### config.mk
export PLATFORM = sky130hd
export DESIGN_NAME = fpcw_unit
export DESIGN_NICKNAME = d
export VERILOG_FILES = /design/src/rtl/fpcw_pkg.sv /design/src/rtl/fpcw_pend_detect.sv /design/src/rtl/fpcw_fault_chk.sv /design/src/rtl/fpcw_unit.sv
export SDC_FILE = /design/constraint.sdc
export NUM_CORES = 1
export LEC_CHECK = 0
export CORE_ASPECT_RATIO = 0.75
export CORE_UTILIZATION = 60
export CTS_BUF_LIST = sky130_fd_sc_hd__clkbuf_16
export DETAILED_ROUTE_END_ITERATION = 6
export DONT_BUFFER_PORTS = 1
export GPL_TIMING_DRIVEN = 0
export PLACE_DENSITY = 0.76
export SLEW_MARGIN = 25
export SYNTH_ARGS = -nofsm -noshare
export SYNTH_HDL_FRONTEND = slang
export SYNTH_HIERARCHICAL = 1
export SYNTH_SLANG_ARGS = --single-unit
### constraint.sdc
create_clock -name clk -period 2.9 [get_ports clk]
set_input_delay 0.29 -clock clk [delete_from_list [all_inputs] [get_ports clk]]
set_output_delay 0.29 -clock clk [all_outputs]
set_load 0.01 [all_outputs]
### src/rtl/fpcw_pkg.sv
`timescale 1ns/1ps
package fpcw_pkg;
    typedef enum logic [1:0] {
        OP_LDCW   = 2'd0,
        OP_CLEX   = 2'd1,
        OP_WAIT   = 2'd2,
        OP_NOWAIT = 2'd3
    } op_class_e;

    typedef enum logic [1:0] {
        MD_REAL = 2'd0,
        MD_PROT = 2'd1,
        MD_V86  = 2'd2,
        MD_LONG = 2'd3
    } cpu_mode_e;

    typedef enum logic [2:0] {
        FLT_NONE = 3'd0,
        FLT_UD   = 3'd1,
        FLT_NM   = 3'd2,
        FLT_AC   = 3'd3,
        FLT_MF   = 3'd4
    } fault_e;

    typedef enum logic {
        ST_QUIET = 1'b0,
        ST_ARMED = 1'b1
    } pend_state_e;

    localparam int          CW_W     = 16;
    localparam int          NEXC     = 6;
    localparam logic [1:0]  TOP_CPL  = 2'd3;
    localparam logic [15:0] CW_RESET = 16'h037F;
endpackage

### src/rtl/fpcw_pend_detect.sv
`timescale 1ns/1ps
module fpcw_pend_detect #(
    parameter int NEXC = 6
) (
    input  logic [NEXC-1:0] flags,
    input  logic [NEXC-1:0] masks,
    output logic            pending
);
    logic [NEXC-1:0] hit;

    // A flag counts toward the pending condition only when its mask bit is 0.
    for (genvar i = 0; i < NEXC; i++) begin : g_bit
        assign hit[i] = flags[i] & ~masks[i];
    end

    assign pending = |hit;
endmodule

### src/rtl/fpcw_fault_chk.sv
`timescale 1ns/1ps
module fpcw_fault_chk
    import fpcw_pkg::*;
(
    input  logic      op_valid,
    input  op_class_e op_class,
    input  logic      lock_pfx,
    input  logic      cr0_em,
    input  logic      cr0_ts,
    input  logic      ac_en,
    input  logic [1:0] cpl,
    input  cpu_mode_e cpu_mode,
    input  logic      addr_misalign,
    input  logic      armed,
    output fault_e    code
);
    logic ring_hit;
    logic ac_hit;
    logic mf_hit;

    // Alignment applies at any level in virtual-8086 mode, and only at the
    // top level in protected and 64-bit modes.
    always_comb begin
        unique case (cpu_mode)
            MD_REAL:          ring_hit = 1'b0;
            MD_V86:           ring_hit = 1'b1;
            MD_PROT, MD_LONG: ring_hit = (cpl == TOP_CPL);
            default:          ring_hit = 1'b0;
        endcase
    end

    assign ac_hit = (op_class == OP_LDCW) && addr_misalign && ac_en && ring_hit;

    assign mf_hit = armed &&
                    ((op_class == OP_WAIT) ||
                     ((op_class == OP_LDCW) && (cpu_mode == MD_LONG)));

    // Fixed priority: invalid opcode, device, alignment, math.
    always_comb begin
        code = FLT_NONE;
        if (op_valid) begin
            if (lock_pfx)             code = FLT_UD;
            else if (cr0_em | cr0_ts) code = FLT_NM;
            else if (ac_hit)          code = FLT_AC;
            else if (mf_hit)          code = FLT_MF;
        end
    end
endmodule

### src/rtl/fpcw_unit.sv
`timescale 1ns/1ps
module fpcw_unit
    import fpcw_pkg::*;
(
    input  logic        clk,
    input  logic        rst_n,
    input  logic        op_valid,
    input  logic [1:0]  op_class,
    input  logic [15:0] ld_data,
    input  logic [5:0]  flag_set,
    input  logic        lock_pfx,
    input  logic        cr0_em,
    input  logic        cr0_ts,
    input  logic        ac_en,
    input  logic [1:0]  cpl,
    input  logic [1:0]  cpu_mode,
    input  logic        addr_misalign,
    output logic [15:0] ctrl_word,
    output logic [5:0]  stat_flags,
    output logic        fault_vld,
    output logic [2:0]  fault_code
);
    pend_state_e     state_q, state_d;
    logic [CW_W-1:0] cw_q, cw_d;
    logic [NEXC-1:0] flg_q, flg_d;
    fault_e          code;
    logic            pend_next;
    op_class_e       cls;

    assign cls = op_class_e'(op_class);

    fpcw_fault_chk u_chk (
        .op_valid      (op_valid),
        .op_class      (cls),
        .lock_pfx      (lock_pfx),
        .cr0_em        (cr0_em),
        .cr0_ts        (cr0_ts),
        .ac_en         (ac_en),
        .cpl           (cpl),
        .cpu_mode      (cpu_mode_e'(cpu_mode)),
        .addr_misalign (addr_misalign),
        .armed         (state_q == ST_ARMED),
        .code          (code)
    );

    // Commit logic: nothing changes unless the op passed every check.
    always_comb begin
        cw_d  = cw_q;
        flg_d = flg_q;
        if (op_valid && (code == FLT_NONE)) begin
            unique case (cls)
                OP_LDCW:           cw_d  = ld_data;
                OP_CLEX:           flg_d = '0;
                OP_WAIT, OP_NOWAIT: flg_d = flg_q | flag_set;
                default:           cw_d  = cw_q;
            endcase
        end
    end

    fpcw_pend_detect #(.NEXC(NEXC)) u_pend (
        .flags   (flg_d),
        .masks   (cw_d[NEXC-1:0]),
        .pending (pend_next)
    );

    // Transitions ARM and DISARM; all other cases hold.
    always_comb begin
        state_d = state_q;
        unique case (state_q)
            ST_QUIET: if (pend_next)  state_d = ST_ARMED;
            ST_ARMED: if (!pend_next) state_d = ST_QUIET;
            default:  state_d = ST_QUIET;
        endcase
    end

    // State register process.
    always_ff @(posedge clk or negedge rst_n) begin
        if (!rst_n) begin
            state_q <= ST_QUIET;
            cw_q    <= CW_RESET;
            flg_q   <= '0;
        end else begin
            state_q <= state_d;
            cw_q    <= cw_d;
            flg_q   <= flg_d;
        end
    end

    // Output process: registered fault report.
    always_ff @(posedge clk or negedge rst_n) begin
        if (!rst_n) begin
            fault_vld  <= 1'b0;
            fault_code <= FLT_NONE;
        end else begin
            fault_vld  <= (code != FLT_NONE);
            fault_code <= code;
        end
    end

    assign ctrl_word  = cw_q;
    assign stat_flags = flg_q;

    // Assertion support: set after the first edge out of reset.
    logic chk_live;
    always_ff @(posedge clk or negedge rst_n) begin
        if (!rst_n) chk_live <= 1'b0;
        else        chk_live <= 1'b1;
    end


    fault_freezes_chk: assert property (@(posedge clk) disable iff (!rst_n)
        (chk_live && fault_vld) |-> (ctrl_word == $past(ctrl_word) && stat_flags == $past(stat_flags)));


    lock_first_chk: assert property (@(posedge clk) disable iff (!rst_n)
        (chk_live && $past(op_valid && lock_pfx)) |-> (fault_vld && fault_code == FLT_UD));


    quiet_code_chk: assert property (@(posedge clk) disable iff (!rst_n)
        !fault_vld |-> (fault_code == FLT_NONE));


    nowait_no_mf_chk: assert property (@(posedge clk) disable iff (!rst_n)
        (chk_live && $past(op_valid && op_class == OP_NOWAIT)) |-> (fault_code != FLT_MF));


    clear_empties_chk: assert property (@(posedge clk) disable iff (!rst_n)
        (chk_live && !fault_vld && $past(op_valid && op_class == OP_CLEX)) |-> (stat_flags == '0));


    mf_needs_armed_chk: assert property (@(posedge clk) disable iff (!rst_n)
        (chk_live && fault_code == FLT_MF) |-> $past(state_q == ST_ARMED));
endmodule

* Yosys cells after proc, flatten, opt, wreduce, memory -nomap -nowiden
Cells that the tools add are included.
Storage, ports and cells: register bits after elaboration 27, bits of input ports 36, logic and storage cells 53
Cells by class: equal/unequal tests 7, mux-type cells 11, bitwise logic cells 14, reductions and logical operators 15
Operator list (count):
- 2-to-1 mux 6 bit | 3
- 2-to-1 mux 3 bit | 5
- case mux 6 bit (2 select lines) | 1
- equality test 2 bit, second input constant | 5
- AND 1 bit | 6
- logical AND 1 bit | 6
- NOT 1 bit | 6
- bitwise OR 6 bit | 1
- OR reduction 6 bit | 1
- equality test 2 x 1 -> 1 bit, second input constant | 2
- logical NOT 2 bit | 2
- OR reduction 2 bit | 2
- logical NOT 3 bit | 1
- case mux 1 bit (3 select lines) | 1
- nonzero test 3 bit | 1
- AND reduction 2 bit | 1
- logical OR 1 bit | 1
- 2-to-1 mux 1 bit | 1
- bitwise OR 1 bit | 1

* Longest topological paths before layout
Gate-level depths: netlist of the first run.
word-level depth 16, gate-level depth with buffers 10, mapped depth without buffers 9

* Cells and area by module
The synthesis of the first run kept the hierarchy.
Modules (own cells, without submodules):
- fpcw_unit | instances 1, cells an instance 63, area an instance 1037.2 µm², sequential area each 686.9 µm²
- fpcw_fault_chk | instances 1, cells an instance 13, area an instance 91.3 µm², sequential area each 0.0 µm²
- fpcw_pend_detect | instances 1, cells an instance 10, area an instance 47.5 µm², sequential area each 0.0 µm²

* Worst setup path before layout of the first run
Ideal clock, no wire load.
kind input-to-reg, start input port op_class[1], end register state_q, library setup time 131 ps, arrival time 2219 ps, setup slack 550 ps, stages 10, cells stage by stage and4bb_2 > o21ai_2 > and3_1 > nor4b_4 > and3b_1 > clkbuf_1 > nor2_1 > inv_1 > o22ai_1 > or3_1
RTL lines:
- from (decl) | line fpcw_unit.sv:8 | input logic [1:0] op_class,
- logical NOT 2 bit | line fpcw_fault_chk.sv:32, fpcw_fault_chk.sv:36
- logical AND 1 bit | line fpcw_fault_chk.sv:36 | ((op_class == OP_LDCW) && (cpu_mode == MD_LONG)));
- logical OR 1 bit | line fpcw_fault_chk.sv:35 | ((op_class == OP_WAIT) ||
- logical AND 1 bit | line fpcw_fault_chk.sv:34 | assign mf_hit = armed &&
- 2-to-1 mux 3 bit | line fpcw_fault_chk.sv:45 | else if (mf_hit) code = FLT_MF;
- 2-to-1 mux 3 bit * | line fpcw_fault_chk.sv:44 | else if (ac_hit) code = FLT_AC;
- 2-to-1 mux 3 bit * | line fpcw_fault_chk.sv:43 | else if (cr0_em | cr0_ts) code = FLT_NM;
- 2-to-1 mux 3 bit * | line fpcw_fault_chk.sv:42 | if (lock_pfx) code = FLT_UD;
- (+1 left out)
- via code[2] | line fpcw_unit.sv:26 | fault_e code;
- logical NOT 3 bit * | line fpcw_unit.sv:50 | if (op_valid && (code == FLT_NONE)) begin
- logical AND 1 bit * | line fpcw_unit.sv:50
- 2-to-1 mux 6 bit * | line fpcw_unit.sv:50
- via flg_d[0] | line fpcw_unit.sv:25 | logic [NEXC-1:0] flg_q, flg_d;
- AND 1 bit * | line fpcw_pend_detect.sv:13 | assign hit[i] = flags[i] & ~masks[i];
- OR reduction 6 bit * | line fpcw_pend_detect.sv:16 | assign pending = |hit;
- via pend_next | line fpcw_unit.sv:27 | logic pend_next;
- 2-to-1 mux 1 bit * | line fpcw_unit.sv:70, fpcw_unit.sv:71
- to (signal assigned) | line fpcw_unit.sv:83 | state_q <= state_d;
- to (decl) | line fpcw_unit.sv:23 | pend_state_e state_q, state_d;
Mark *: on every way through the listed nets, which the timed path passes. The rest lies on a longest branch. A chain may end at the register's enable or synchronous reset.

* Final worst setup path of the first run
start register state_q, end register state_q
RTL lines:
- logical AND 1 bit | line fpcw_fault_chk.sv:34
- 2-to-1 mux 3 bit | line fpcw_fault_chk.sv:45
- 2-to-1 mux 3 bit | line fpcw_fault_chk.sv:44
- 2-to-1 mux 3 bit | line fpcw_fault_chk.sv:43
- 2-to-1 mux 3 bit | line fpcw_fault_chk.sv:42
- 2-to-1 mux 3 bit | line fpcw_fault_chk.sv:41 | if (op_valid) begin
- via code[2] | line fpcw_unit.sv:26
- logical NOT 3 bit | line fpcw_unit.sv:50
- logical AND 1 bit | line fpcw_unit.sv:50
- 2-to-1 mux 6 bit | line fpcw_unit.sv:50
- via flg_d[4] | line fpcw_unit.sv:25
- AND 1 bit | line fpcw_pend_detect.sv:13
- OR reduction 6 bit | line fpcw_pend_detect.sv:16
- via pend_next | line fpcw_unit.sv:27
- 2-to-1 mux 1 bit | line fpcw_unit.sv:70, fpcw_unit.sv:71
The timed path passes the listed nets, and every way through them passes these cells.

==> results_dict.tcl, run 1 <==
set metrics [dict create \
    status "finished clean" \
    fin_skew_ns 0.00296 \
    avgRoutedWirePerCell_um 18.7 \
    max_stage_delay_ns 0.56 \
    wl_um 2130 \
    nets 129 \
    clock_tree.buffer_depth 2 \
    cp.arrival_ns 2.62 \
    placed_area_um2 1200 \
    viasPerCell 6.16 \
    power_per_cell_area_nw_per_um2 782 \
    maxClockFrequency_mhz 401 \
    grt_pass1_wl_um 3200 \
    cts_tree "built" \
    fin_crit_sh_pct 86.0 \
    synth_area_leaders "dfrtp_1 38%, dfstp_2 20%, mux2_4 13%" \
    ys_warn_count 6 \
    final_common_cell "dfrtp_1" \
    power_switching_share_pct 26.2 \
    ant_nets 0 \
    htree_levels 1 \
    required_ns 3.03 \
    critPathTopFamily "simple AND/OR/NAND/NOR gates" \
    die_y_um 40.3 \
    cts.clk_slew.worst_paths_ns 0.06 \
    synth_edf_count 0 \
    relSlewSlack_pct 63.6 \
    worstSetupEndpointType "register" \
    multiInputGateArea_um2 448 \
    syn_inst 86 \
    fin_area_um2 1310 \
    synth_top_area_share_pct 38.3 \
    grt_max_degree 28 \
    ioPinCount 62 \
    drc 0 \
    diodes 0 \
    synth_top_family_by_area "multiplexers" \
    drtPass1Iterations 4 \
    power_w 0.00103 \
    worstPathMaxFanout 8 \
    async_flop_share_pct 100 \
    synth_xor_area_share_pct 0 \
    synth_compound_area_share_pct 7.13 \
    dp_cells 108 \
    die_x_um 53.1 \
    p_clk_share_pct 29.2 \
    max_cap_viol_count 0 \
    synthesis.nets 122 \
    root_buffer "clkbuf_16" \
    tightest_slew_ns 0.544 \
    syn2layout_area_growth_pct 11.7 \
    track_usage_pct 22.7 \
    gp_congestion 0.696 \
    ys_seq_area_share_pct 58.4 \
    drt_iter0_drc 11 \
    synth_top_cell_by_area "dfrtp_1" \
    start_kind "register" \
    p_int_w 0.000759 \
    vias 702 \
    ff_latch_area_um2 687 \
    yosys.area_share.adder_pct 0 \
    cts.sinks 27 \
    antenna_found_initial 0 \
    grt_pass1_vias 676 \
    hpwlAfterDp_um 1520 \
    synth_seq_cells 27 \
    synthFlopType "dfrtp_1" \
    worstPathCellList "nor4b_2, and3_1, nor4b_4, and3b_1, clkbuf_1, nor2_1, inv_1, o22ai_1, or3_1" \
    synth_cell_types 23 \
    syn-mean-instance-area_um2 13.7 \
    p_leak_nw 0.622 \
    finalSetupViolCount 0 \
    switching_power_w 0.000269 \
    clk_latency_ns 0.26 \
    cts_made_buffers 3 \
    drive_gt1_share_pct 39.1 \
    critical_path_class "register to register" \
    peakVddDrop_mv 0.603 \
    core_area_um2 1790 \
    tns_ns 0 \
    synth_area_um2 1180 \
    fin_crit_ns 2.49 \
    rsz0062_at_grt "no" \
    port_buffers 0 \
    maxSlewViolCount 0 \
    hold_violations 0 \
    fin_cells 114 \
    fill_cells 123 \
    die_area_um2 2140 \
    critPathBufInv 2 \
    yosys.area_share.simple_pct 12.4 \
    synthMuxAreaShare_pct 18.5 \
    reg2reg_slack_ns 0.41 \
    grt_overflow 0 \
    min_path_type "input port to register" \
    slowest_stage "nor4b_4" \
    initial_core_util_pct 65.7 \
    seqPwrFrac_pct 55.3 \
    layout_common_cells "18 x dfrtp_1, 10 x mux2_4, 9 x dfstp_2" \
    comb_power_share_pct 15.6 \
    fp-row-count 13 \
]
==> power groups by stage <==
stage	Combinational [W]	Clock [W]	Sequential, W
finish	0.000160	0.000300	0.000568
detailed placement	0.000148	0	0.000574
floorplan	0.000130	0	0.000559
CTS	0.000162	0.000312	0.000570
global placement	0.000143	0	0.000571
global route	0.000180	0.000323	0.000580
==> cells by family (layout without fill, tap and decap cells) <==
| family | after synthesis | count (layout) |
|---|---|---|
| muxes | 16 | 16 |
| AOI/OAI and AO/OA | 13 | 13 |
| and+or+nand+nor | 21 | 21 |
| buffers and inverters | 9 | 15 |
| DFF | 27 | 27 |
==> area by class of cell <==
type	instances	share of cell area (%)
well taps	22	2.10
inverters	6	1.71
plain buffers	3	1.43
flip-flops and latches	27	52.3
clock inverters	1	0.381
repair buffers	2	2.29
clock buffers	3	5.71
multi-input cells	50	34.1
==> metrics by stage <==
stage | hold slack, ns | setup WS [ns] | utilization, %
floorplan | -0.00559 | 0.550 | -
global placement | -0.00515 | 0.350 | 67.3
detailed placement | -0.00513 | 0.329 | 67.3
CTS | 0.176 | 0.431 | 73.4
global route | 0.175 | 0.206 | 73.4
finish | 0.183 | 0.406 | 73.4
==> cell usage after synthesis, types with 2 or more instances <==
| master | count |
|---|---|
| o22ai_1 | 3 |
| clkbuf_1 | 2 |
| dfrtp_1 | 18 |
| mux2_4 | 10 |
| inv_1 | 6 |
| a31oi_1 | 6 |
| or3_1 | 2 |
| a21oi_1 | 2 |
| nor2_1 | 8 |
| mux2_2 | 6 |
| dfstp_2 | 9 |
| nand2_1 | 2 |
| and3_1 | 2 |
==> final timing paths <==
kind,from,end,depth (start not counted)
worst max-delay path,state_q,state_q,9
worst min-delay path,ld_data[10],ctrl_word[10],1
worst max register to register,state_q,state_q,9
worst min register to register,ctrl_word[12],ctrl_word[12],1
max in group asynchronous,rst_n,ctrl_word[6],2
min in group asynchronous,rst_n,stat_flags[0],2
==> flip-flops by register name, summed over array words and instances, names as in the netlist <==
signal	cells
ctrl_word	16
stat_flags	6
fault_vld	1
state_q	1
fault_code	3
==> metal layers <==
| metal | wire length [um] | part of all wire, % | vias to the layer above | global-route usage (%) |
|---|---|---|---|---|
| met5 | 0 | 0 | - | 0 |
| met4 | 12 | 0.56 | 0 | 7.89 |
| met3 | 178 | 8.4 | 2 | 9.47 |
| met2 | 1140 | 54 | 34 | 41.1 |
| met1 | 792 | 37 | 350 | 24.6 |
| li1 | - | - | 316 | - |
==> timing repair <==
action,in CTS,in global routing
gates resized for setup,0,0
setup buffers,0,0
setup endpoints to repair,0,0
endpoints found under the hold margin,27,0
hold buffers,2,0
Note: power is estimated with default switching activity, not from simulation.
==> run 2: changes to the inputs <==
==> constraint.sdc (replaced) <==
create_clock -name clk -period 2.5 [get_ports clk]
set_input_delay 0.25 -clock clk [delete_from_list [all_inputs] [get_ports clk]]
set_output_delay 0.25 -clock clk [all_outputs]
set_load 0.01 [all_outputs]
==> run 2 against run 1 <==
  * Total power is 16% higher
  * First-iteration DRC count fell by 36%
  * Flip-flop and latch count unchanged
  * Critical path type unchanged
  * Largest power group unchanged
==> results_dict.tcl, run 2 (synthesis results as in run 1) <==
set metrics [dict create \
    status "finished clean" \
    fin_skew_ns 0.00282 \
    ff_latch_area_um2 687 \
    grt_overflow 0 \
    drtPass1Iterations 4 \
    slowest_stage "or3_1" \
    drive_gt1_share_pct 40.4 \
    fin_crit_sh_pct 92.0 \
    multiInputGateArea_um2 448 \
    cts.sinks 27 \
    worstSetupEndpointType "register" \
    tightest_slew_ns 0.362 \
    syn2layout_area_growth_pct 13.0 \
    critPathTopFamily "simple AND/OR/NAND/NOR gates" \
    worstPathMaxFanout 10 \
    initial_core_util_pct 65.7 \
    cts.repair.resized 0 \
    final_common_cell "dfrtp_1" \
    htree_levels 1 \
    power_per_cell_area_nw_per_um2 899 \
    required_ns 2.63 \
    min_path_type "input port to register" \
    peakVddDrop_mv 0.699 \
    dp_slack_ns -0.0306 \
    p_leak_nw 0.633 \
    drc 0 \
    fin_area_um2 1330 \
    diodes 0 \
    hold_ws_ns 0.143 \
    die_x_um 53.1 \
    largest_reg_flops 16 \
    fill_cells 124 \
    ioPinCount 62 \
    port_buffers 0 \
    grt_pass1_vias 676 \
    fin_cells 116 \
    hold_violations 0 \
    cts_made_buffers 3 \
    die_area_um2 2140 \
    fp-row-count 13 \
    track_usage_pct 22.7 \
    viasPerCell 6.03 \
    root_buffer "clkbuf_16" \
    antenna_found_initial 0 \
    finish.utilization_pct 74.3 \
    finalSetupViolCount 0 \
    wl_um 2100 \
    max_stage_delay_ns 0.38 \
    vias 699 \
    placed_area_um2 1200 \
    reg2reg_slack_ns 0.20 \
    die_y_um 40.3 \
    core_area_um2 1790 \
    dp_cells 108 \
    fin_ws_ns 0.200 \
    relSlewSlack_pct 75.9 \
    critical_path_class "register to register" \
    gp_congestion 0.696 \
    grt_pass1_wl_um 3200 \
    fin_crit_ns 2.30 \
    critPathBufInv 2 \
    avgRoutedWirePerCell_um 18.1 \
    maxSlewViolCount 0 \
    hpwlAfterDp_um 1520 \
    worstPathCellList "nor4b_2, and3_1, nor4b_4, buf_4, nand2_4, buf_6, mux2_4, o22ai_1, or3_1" \
    drt_iter0_drc 7 \
    cp.arrival_ns 2.43 \
    cts_tree "built" \
    max_cap_viol_count 0 \
    maxClockFrequency_mhz 435 \
    clk_latency_ns 0.26 \
    start_kind "register" \
    grt_max_degree 28 \
    clock_tree.buffer_depth 2 \
    cts.clk_slew.worst_paths_ns 0.06 \
    rsz0062_at_grt "no" \
    nets 131 \
    layout_common_cells "18 x dfrtp_1, 10 x mux2_4, 9 x dfstp_2" \
    ant_nets 0 \
]
-- run 2: cell types whose count changed in the layout (fill, tap and decap cells not counted), sizes merged --
| cell | change |
|---|---|
| buf | +2 |
-- run 2: path summary, 6_finish.rpt --
check | depth (start not counted) | from | end
max in group asynchronous | 2 | rst_n | ctrl_word[6]
hold reg to reg | 1 | ctrl_word[12] | ctrl_word[12]
setup reg to reg | 9 | state_q | state_q
hold / removal | 1 | ld_data[10] | ctrl_word[10]
min in group asynchronous | 2 | rst_n | fault_code[1]
setup / recovery | 9 | state_q | state_q
-- run 2: cell type report --
| class | count | area share [%] |
|---|---|---|
| sequential | 27 | 51.7 |
| multi-input combinational | 50 | 33.7 |
| clock buffer | 3 | 5.65 |
| timing repair buffer | 4 | 3.39 |
| tap | 22 | 2.07 |
| inverter | 6 | 1.69 |
| buffer | 3 | 1.41 |
| clock inverter | 1 | 0.377 |
-- run 2: metal layers --
| layer | vias up | GRT usage (%) | wire (um) |
|---|---|---|---|
| met5 | - | 0 | 0 |
| met4 | 0 | 7.89 | 12 |
| met3 | 2 | 9.47 | 180 |
| met2 | 33 | 41.1 | 1120 |
| met1 | 344 | 24.6 | 791 |
| li1 | 320 | - | - |
-- run 2: power by group --
group	switching, W	leakage [nW]	internal [W]	total (W)
clock	0.000132	0.0409	0.000215	0.000347
sequential	0.000101	0.311	0.000557	0.000658
combinational	0.0000779	0.280	0.000111	0.000189
total	0.000311	0.633	0.000883	0.00119
-- run 2: worst reg2reg max path: stages (launching register included) --
cell and delay (ns):
dfrtp_1 0.37, nor4b_2 0.15, and3_1 0.23, nor4b_4 0.33, buf_4 0.19, nand2_4 0.08
buf_6 0.18, mux2_4 0.21, o22ai_1 0.06, or3_1 0.38
-- run 2: metrics by stage --
stage	setup TNS [ns]	total power, W
final	0	0.00119
after global routing	0	0.00126
after CTS	0	0.00121
after detailed placement	-0.0306	0.000837
after global placement	-0.00968	0.000829
after floorplan	0	0.000798
-- run 2: repair_timing --
action | CTS | global route
setup buffers | 0 | 2
hold buffers | 2 | 0
endpoints found under the hold margin | 27 | 0
setup endpoints to repair | 0 | 1
